**config.mk**
```make
export PLATFORM = sky130hd
export DESIGN_NAME = burst_addr_gen
export DESIGN_NICKNAME = d
export VERILOG_FILES = /design/src/rtl/burst_addr_pkg.sv /design/src/rtl/burst_cfg_reg.sv /design/src/rtl/burst_window_sel.sv /design/src/rtl/burst_addr_ctr.sv /design/src/rtl/burst_addr_gen.sv
export SDC_FILE = /design/constraint.sdc
export NUM_CORES = 1
export LEC_CHECK = 0
export BUFFER_PORTS_ARGS = -buffer_cell sky130_fd_sc_hd__buf_4
export CAP_MARGIN = 40
export CORE_MARGIN = 2
export CORE_UTILIZATION = 40
export CTS_CLUSTER_SIZE = 12
export DETAILED_ROUTE_END_ITERATION = 8
export HOLD_SLACK_MARGIN = 0.1
export PLACE_DENSITY = 0.72
export REMOVE_ABC_BUFFERS = 1
export SYNTH_ARGS = -nofsm -noshare
export SYNTH_HDL_FRONTEND = slang
export SYNTH_SLANG_ARGS = --single-unit
```
**constraint.sdc**
```tcl
create_clock -name clk -period 1.65 [get_ports clk]
set_input_delay 0.33 -clock clk [delete_from_list [all_inputs] [get_ports clk]]
set_output_delay 0.33 -clock clk [all_outputs]
set_load 0.01 [all_outputs]
```
**src/rtl/burst_addr_pkg.sv**
```systemverilog
package burst_addr_pkg;
  parameter int unsigned ADDR_W    = 24;
  parameter int unsigned WIN_SEL_W = 2;

  typedef logic [ADDR_W-1:0] addr_t;

  typedef enum logic [1:0] {
    OP_LINEAR = 2'b00,
    OP_BURST  = 2'b01,
    OP_PROG   = 2'b10,
    OP_RSVD   = 2'b11
  } op_kind_e;

  // [WIN_SEL_W:1] window size select, [0] wrap disable flag
  typedef struct packed {
    logic [WIN_SEL_W-1:0] size_sel;
    logic                 wrap_off;
  } wrap_cfg_t;

  // Increment only the bits under mask, keep the rest
  function automatic addr_t masked_inc(addr_t cur, addr_t mask);
    addr_t bumped;
    bumped = cur + addr_t'(1);
    return (cur & ~mask) | (bumped & mask);
  endfunction

  // True when the masked field is at its last value
  function automatic logic at_field_end(addr_t cur, addr_t mask);
    return (cur & mask) == mask;
  endfunction
endpackage

```
**src/rtl/burst_cfg_reg.sv**
```systemverilog
module burst_cfg_reg
  import burst_addr_pkg::*;
(
  input  logic      clk,
  input  logic      rst_n,
  input  logic      set_burst,
  input  wrap_cfg_t cfg_in,
  output wrap_cfg_t cfg_q
);
  localparam wrap_cfg_t CFG_RESET = '{size_sel: '0, wrap_off: 1'b1};

  always_ff @(posedge clk) begin
    if (!rst_n)         cfg_q <= CFG_RESET;
    else if (set_burst) cfg_q <= cfg_in;
  end
endmodule

```
**src/rtl/burst_window_sel.sv**
```systemverilog
module burst_window_sel
  import burst_addr_pkg::*;
#(
  parameter int unsigned MEM_AW     = 20,
  parameter int unsigned PAGE_AW    = 8,
  parameter int unsigned MIN_WIN_AW = 3
) (
  input  op_kind_e  op,
  input  wrap_cfg_t cfg,
  output addr_t     step_mask,
  output logic      wrap_active
);
  localparam int unsigned N_WIN = 1 << WIN_SEL_W;
  localparam addr_t MEM_MASK  = {{(ADDR_W-MEM_AW){1'b0}},  {MEM_AW{1'b1}}};
  localparam addr_t PAGE_MASK = {{(ADDR_W-PAGE_AW){1'b0}}, {PAGE_AW{1'b1}}};

  addr_t win_masks [N_WIN];

  for (genvar g = 0; g < N_WIN; g++) begin : g_win
    localparam int unsigned W = MIN_WIN_AW + g;
    assign win_masks[g] = {{(ADDR_W-W){1'b0}}, {W{1'b1}}};
  end

  always_comb begin
    wrap_active = (op == OP_BURST) && !cfg.wrap_off;
    unique case (op)
      OP_PROG:  step_mask = PAGE_MASK;
      OP_BURST: step_mask = wrap_active ? win_masks[cfg.size_sel] : MEM_MASK;
      default:  step_mask = MEM_MASK;
    endcase
  end
endmodule

```
**src/rtl/burst_addr_ctr.sv**
```systemverilog
module burst_addr_ctr
  import burst_addr_pkg::*;
#(
  parameter int unsigned MEM_AW = 20
) (
  input  logic     clk,
  input  logic     rst_n,
  input  logic     cs_n,
  input  logic     load,
  input  addr_t    start_addr,
  input  op_kind_e op_in,
  input  logic     advance,
  input  addr_t    step_mask,
  output addr_t    addr_q,
  output op_kind_e op_q,
  output logic     step_en,
  output logic     window_wrap
);
  localparam addr_t MEM_MASK = {{(ADDR_W-MEM_AW){1'b0}}, {MEM_AW{1'b1}}};

  logic active_q;
  logic load_en;

  assign load_en     = load && !cs_n;
  assign step_en     = advance && active_q && !cs_n && !load;
  assign window_wrap = step_en && at_field_end(addr_q, step_mask);

  always_ff @(posedge clk) begin
    if (!rst_n) begin
      addr_q   <= '0;
      op_q     <= OP_LINEAR;
      active_q <= 1'b0;
    end else if (cs_n) begin
      active_q <= 1'b0;
    end else if (load_en) begin
      addr_q   <= start_addr & MEM_MASK;
      op_q     <= op_in;
      active_q <= 1'b1;
    end else if (step_en) begin
      addr_q   <= masked_inc(addr_q, step_mask);
    end
  end
endmodule

```
**src/rtl/burst_addr_gen.sv**
```systemverilog
module burst_addr_gen
  import burst_addr_pkg::*;
#(
  parameter int unsigned MEM_AW     = 20,
  parameter int unsigned PAGE_AW    = 8,
  parameter int unsigned MIN_WIN_AW = 3
) (
  input  logic        clk,
  input  logic        rst_n,
  input  logic        cs_n,
  input  logic        load,
  input  logic [23:0] start_addr,
  input  logic [1:0]  op_kind,
  input  logic        advance,
  input  logic        set_burst,
  input  logic [2:0]  wrap_cfg,
  output logic [23:0] addr
);
  wrap_cfg_t cfg_q;
  op_kind_e  op_q;
  addr_t     step_mask;
  addr_t     addr_q;
  logic      wrap_active;
  logic      step_en;
  logic      window_wrap;

  burst_cfg_reg u_cfg (
    .clk       (clk),
    .rst_n     (rst_n),
    .set_burst (set_burst),
    .cfg_in    (wrap_cfg_t'(wrap_cfg)),
    .cfg_q     (cfg_q)
  );

  burst_window_sel #(
    .MEM_AW     (MEM_AW),
    .PAGE_AW    (PAGE_AW),
    .MIN_WIN_AW (MIN_WIN_AW)
  ) u_win (
    .op          (op_q),
    .cfg         (cfg_q),
    .step_mask   (step_mask),
    .wrap_active (wrap_active)
  );

  burst_addr_ctr #(
    .MEM_AW (MEM_AW)
  ) u_ctr (
    .clk         (clk),
    .rst_n       (rst_n),
    .cs_n        (cs_n),
    .load        (load),
    .start_addr  (start_addr),
    .op_in       (op_kind_e'(op_kind)),
    .advance     (advance),
    .step_mask   (step_mask),
    .addr_q      (addr_q),
    .op_q        (op_q),
    .step_en     (step_en),
    .window_wrap (window_wrap)
  );

  assign addr = addr_q;
endmodule

```
# After elaboration in Yosys (flattened, before gate mapping)
# Index checks and enable logic that the tools add are counted.
[word_totals]
register_bits = 30
inputBits = 35
output_inout_bits = 24
elab_cells = 35
[classes]
addsub = 1
n_lt_le_gt_ge = 1
eq_ne = 2
mux = 7
bitwise_logic = 7
reduce_logical = 12
[op_table]
columns = ["operator", "n"]
rows = [
  ["24-bit 2-to-1 mux", 5],
  ["24-bit AND", 2],
  ["24-bit binary-select mux with 2-bit select", 1],
  ["24-bit one-hot mux with 2 select lines", 1],
  ["24-bit by 1-bit adder with 24-bit output, second input constant", 1],
  ["24-bit NOT", 1],
  ["24-bit bitwise OR", 1],
  ["1-bit logical AND", 5],
  ["2-bit AND reduction", 2],
  ["3-bit greater-or-equal comparator, second input constant", 1],
  ["1-bit zero test", 3],
  ["2-bit NOT with 3-bit output", 1],
  ["2-bit by 1-bit equality test with 1-bit output, second input constant", 1],
  ["2-bit equality test, second input constant", 1],
  ["1-bit NOT", 2],
  ["2-bit nonzero test", 1],
  ["2-bit OR reduction", 1],
]

# Longest topological paths before layout
[depth]
ltp_word = 11
ltp_mapped = 6
mapped_depth_nobuf = 6

# Cells and area by module
# A second synthesis with hierarchy kept.
[hier_totals]
cells_unflattened = 290
area_unflattened_um2 = 2215.9
[modules_own_cells]
columns = ["mod", "n_inst", "cells_each", "area_each_um2", "seq_area_each_um2"]
rows = [
  ["burst_addr_ctr", 1, 244, 1861.8, 540.5],
  ["burst_window_sel", 1, 37, 247.7, 0.0],
  ["burst_cfg_reg", 1, 9, 106.4, 60.1],
]

# Worst setup path after synthesis
# Ideal clock, no wire load.
[synth_timing]
path_kind = "reg-to-reg"
from = "reg u_ctr.op_q[1]"
to = "reg u_ctr.addr_q[19]"
setup_ps = 74
arrival_ps = 1704
required_time_ps = 1576
slack_ps = -128
stages_incl_launch_ff = 7
path_buffers = 0
period_less_slack_ps = 1778
cell_sequence = "dfxtp_1 > inv_1 > ha_1 > nor2_1 > o2111ai_4 > or4_1 > a31oi_1"
[synth_between]
elab_chain_cells = 9
elab_cells_between_ends = 11
classes_between = "2 x eq/ne; 4 x mux; 4 x bitwise; 1 x reduce/logical"
[synth_rtl]
columns = ["item", "line", "rtl"]
rows = [
  ["start, declared", "burst_addr_ctr.sv:15", "output op_kind_e op_q,"],
  ["start signal, assigned", "burst_addr_ctr.sv:37", "op_q <= op_in;"],
  ["2-bit by 1-bit equality test with 1-bit output", "burst_window_sel.sv:25, burst_window_sel.sv:26", ""],
  ["1-bit logical AND", "burst_window_sel.sv:25", "wrap_active = (op == OP_BURST) && !cfg.wrap_off;"],
  ["24-bit 2-to-1 mux", "burst_window_sel.sv:28", "OP_BURST: step_mask = wrap_active ? win_masks[cfg.size_sel] : MEM_MASK;"],
  ["24-bit one-hot mux with 2 select lines *", "burst_window_sel.sv:26", "unique case (op)"],
  ["24-bit NOT", "burst_addr_pkg.sv:24", "return (cur & ~mask) | (bumped & mask);"],
  ["24-bit AND", "burst_addr_pkg.sv:24", ""],
  ["24-bit bitwise OR *", "burst_addr_pkg.sv:24", ""],
  ["24-bit 2-to-1 mux *", "burst_addr_ctr.sv:39", "end else if (step_en) begin"],
  ["24-bit 2-to-1 mux *", "burst_addr_ctr.sv:35", "end else if (load_en) begin"],
  ["end signal, assigned", "burst_addr_ctr.sv:36", "addr_q <= start_addr & MEM_MASK;"],
  ["end signal, assigned", "burst_addr_ctr.sv:40", "addr_q <= masked_inc(addr_q, step_mask);"],
  ["end, declared", "burst_addr_ctr.sv:14", "output addr_t addr_q,"],
]
# Mark *: on every way between the ends. The rest lies on a longest branch, timed or not. The select of a mux whose other input is x is not followed.
# A chain may end at the register's enable or synchronous reset.

# Final worst setup path
[layout_timing]
from = "reg u_ctr.op_q[1]"
to = "reg u_ctr.addr_q[14]"
# Same word-level chain as after synthesis.

==> reports/qor.log <==
[floorplan] Cell Rows 22
[timing] final max-slew violation count 0
[layout] commonest non-fill, non-tap cell in the layout sky130_fd_sc_hd__buf_4
[setup_path] class of the most critical setup path reg2reg
[setup_path] maximum fanout count along the critical path 6
[timing] shortest period the worst path allows 1720 ps
[global_route] GR Util All Layers 0.212
[floorplan] die extent in y 66.3 microns
[layout] Fill cells 337
[routing] drt first-iter violations 96
[floorplan] Initial Utilization 0.421
[cts] later-pin clock latency in the skew report 270 ps
[layout] Area Growth Syn to Fin 52.0%
[layout] number of cells in the finished layout apart from fillers 313
[layout] Layout Cell Area excl Fill 0.00236 sq mm
[setup_path] Worst setup SP type register
[logic_synthesis] count of flip-flops with a built-in enable after synthesis 0
[placed_design] port bufs 50
[cts] clock edge transition at the registers on the reported setup and hold paths 90 ps
[logic_synthesis] sequential area share after synthesis 0.335
[cts] clk root buf sky130_fd_sc_hd__clkbuf_8
[routing] detailed-route vias per instance 5.67
[setup_path] CP required 1820 ps
[routing] Post-route DRC 0
[pwr] leak pwr 0.928 nW
[layout] share of layout cells above drive strength 1 0.445
[timing] unrepaired setup endpoints after global routing yes
[pwr] peak ir drop on the vdd network 677 uV
[logic_synthesis] post-synthesis instance area 0.00155 sq mm
[global_route] final global-route overflow total 0
[global_route] wire length of the first global-routing pass 7320 microns
[floorplan] Std-Cell Core Area 0.00369 sq mm
[routing] first-pass iteration count of the detailed router 4
[outcome] result of the run finished with violations
[placed_design] total placed instance area 0.00216 sq mm
[global_route] maximum number of pins on one net before global-route repair 20
[floorplan] Die Footprint 0.00440 sq mm
[setup_path] worst path arrival time 1880 ps
[routing] final antenna-violating net count 0
[logic_synthesis] number of distinct standard cells referenced by the synthesized netlist 46
[timing] Period Utilization, post-route 1.04
[timing] worst-case setup margin in the final layout -65.9 ps
[logic_synthesis] mean post-synth cell area 8.31 sq um
[pwr] total power per unit cell area 600 mW/mm^2
[floorplan] number of I/O pins 59
[global_route] met3 GRT Util 0.0409
[logic_synthesis] flop and latch count out of synthesis 26
[floorplan] die span in x 66.3 microns
[routing] total number of vias 1775
[routing] wire per inst 14.5 microns
[setup_path] category of the worst setup path capture point register
[layout] count of nets after finishing 305
[timing] highest achievable clock rate 0.583 GHz
[cts] clock tree from TritonCTS yes
[layout] antenna diode count 0
[outcome] violations in the final reports negative setup slack
[logic_synthesis] ys async rst share 0
[routing] Post-Route WL 4550 microns
[cts] maximum number of buffers from clock root to sink 2
[global_route] met2 capacity usage during global routing 0.375
[timing] final hold violation count 0
[placed_design] Placed Cells incl. Taps 305
[logic_synthesis] Synth Warn # 0
[placed_design] global placer's final weighted congestion 0.851
[global_route] number of global-route vias before repair 1646
[worst_hold_path] Hold WC Path Type in2reg
[layout] commonest non-fill, non-tap cells in the layout 84 x sky130_fd_sc_hd__buf_4, 24 x sky130_fd_sc_hd__dfxtp_1, 17 x sky130_fd_sc_hd__o21ai_0, 13 x sky130_fd_sc_hd__nand2_1
[cts] H-tree depth 1
[logic_synthesis] synthesized instance count 187
[cts] clock tree sinks 26
[logic_synthesis] main flop type after synthesis sky130_fd_sc_hd__dfxtp_1
[timing] final clock skew 2.29 ps
[global_route] M1 GR Usage 0.263
[placed_design] HPWL after DPL 3230 microns
[flow_run] reported max-cap violation count 0
[global_route] antenna violations before repair 0
[cts] CTS Buf Count 3
[timing] final setup violation count 6
[global_route] Most Crowded Layer GR met2
[cells by family after synthesis]
family,count (synthesis),share of synthesized area
fa+ha+maj,3,0.0242
mux,3,0.0193
flops,26,0.335
other cells,1,0.00241
xor+xnor,3,0.0169
simple gates,68,0.250
compound gates,64,0.296
buf+inv,19,0.0564
[stage by stage]
stage               total power, mW  worst slack (ps)  hold slack [ps]  setup TNS [ps]  utilization
floorplan                     0.843              -172              392           -1110            -
global placement               1.03              -184              465           -1120        0.586
detailed placement             1.03              -223              473           -1550        0.586
CTS                            1.41             -49.0              277           -78.2        0.620
global route                   1.49              -117              271            -833        0.640
finish                         1.42             -65.9              280            -194        0.640
[worst paths after layout]
path	end	startpoint	cells past startpoint	slack, ps
worst max-delay path	u_ctr.addr_q[14]$_SDFFE_PN0P_	u_ctr.op_q[1]$_SDFFE_PN0P_	7	-70
worst min-delay path	u_cfg.cfg_q[0]$_SDFFE_PN1P_	wrap_cfg[0]	3	280
worst max register to register	u_ctr.addr_q[14]$_SDFFE_PN0P_	u_ctr.op_q[1]$_SDFFE_PN0P_	7	-70
worst min register to register	u_ctr.addr_q[19]$_SDFFE_PN0P_	u_ctr.addr_q[19]$_SDFFE_PN0P_	2	510
[sequential cells by signal (all words and copies together), names as in the netlist]
name / flops
u_ctr.active_q: 1
u_ctr.addr_q: 20
u_ctr.op_q: 2
u_cfg.cfg_q: 3
[power by group]
group,switching (mW),total [mW],internal [mW]
Combinational,0.161,0.349,0.187
Sequential,0.0411,0.706,0.664
Clock,0.200,0.364,0.164
[critical path, cell delays in order (launching register included)]
cell and delay [ps]:
sky130_fd_sc_hd__dfxtp_4 390, sky130_fd_sc_hd__inv_4 40, sky130_fd_sc_hd__ha_4 160, sky130_fd_sc_hd__or2_4 280, sky130_fd_sc_hd__a2111oi_4 300, sky130_fd_sc_hd__buf_4 200
sky130_fd_sc_hd__and4_1 200, sky130_fd_sc_hd__nor3_2 40
[per-layer routing]
layer  vias to the layer above  wire length (microns)
met3                         4                    250
met5                         -                      0
met1                       829                   2050
met2                        59                   2210
met4                         0                     42
li1                        883                      -
[layout make-up]
cell class	count	area, sq um	share of cell area
Multi-Input combinational cell	145	1060	0.450
Clock buffer	3	41.3	0.0175
Inverter	6	27.5	0.0117
Sequential cell	26	528	0.224
Timing Repair Buffer	85	642	0.272
Tap cell	48	60.1	0.0254
[repair_timing]
item / CTS / global route
resized for setup: 20 / 14
pin swaps: 13 / 10
hold buffers: 0 / 0
endpoints found under the setup margin: 12 / 17
gates cloned: 0 / 0
setup buffers: 4 / 2
[synthesized netlist by cell type, drive strengths merged, types with 6 or more instances]
master | n | share of area
a211oi | 7 | 0.034
a21oi | 7 | 0.023
a31oi | 8 | 0.032
and4 | 6 | 0.035
clkbuf | 8 | 0.019
dfxtp | 26 | 0.33
inv | 6 | 0.014
nand2 | 14 | 0.034
nand3 | 7 | 0.023
nand4 | 7 | 0.028
nor2 | 8 | 0.019
nor3 | 6 | 0.019
o21ai | 18 | 0.060
o31ai | 7 | 0.034
or4 | 8 | 0.039
Power figures use the tool's default switching activity.
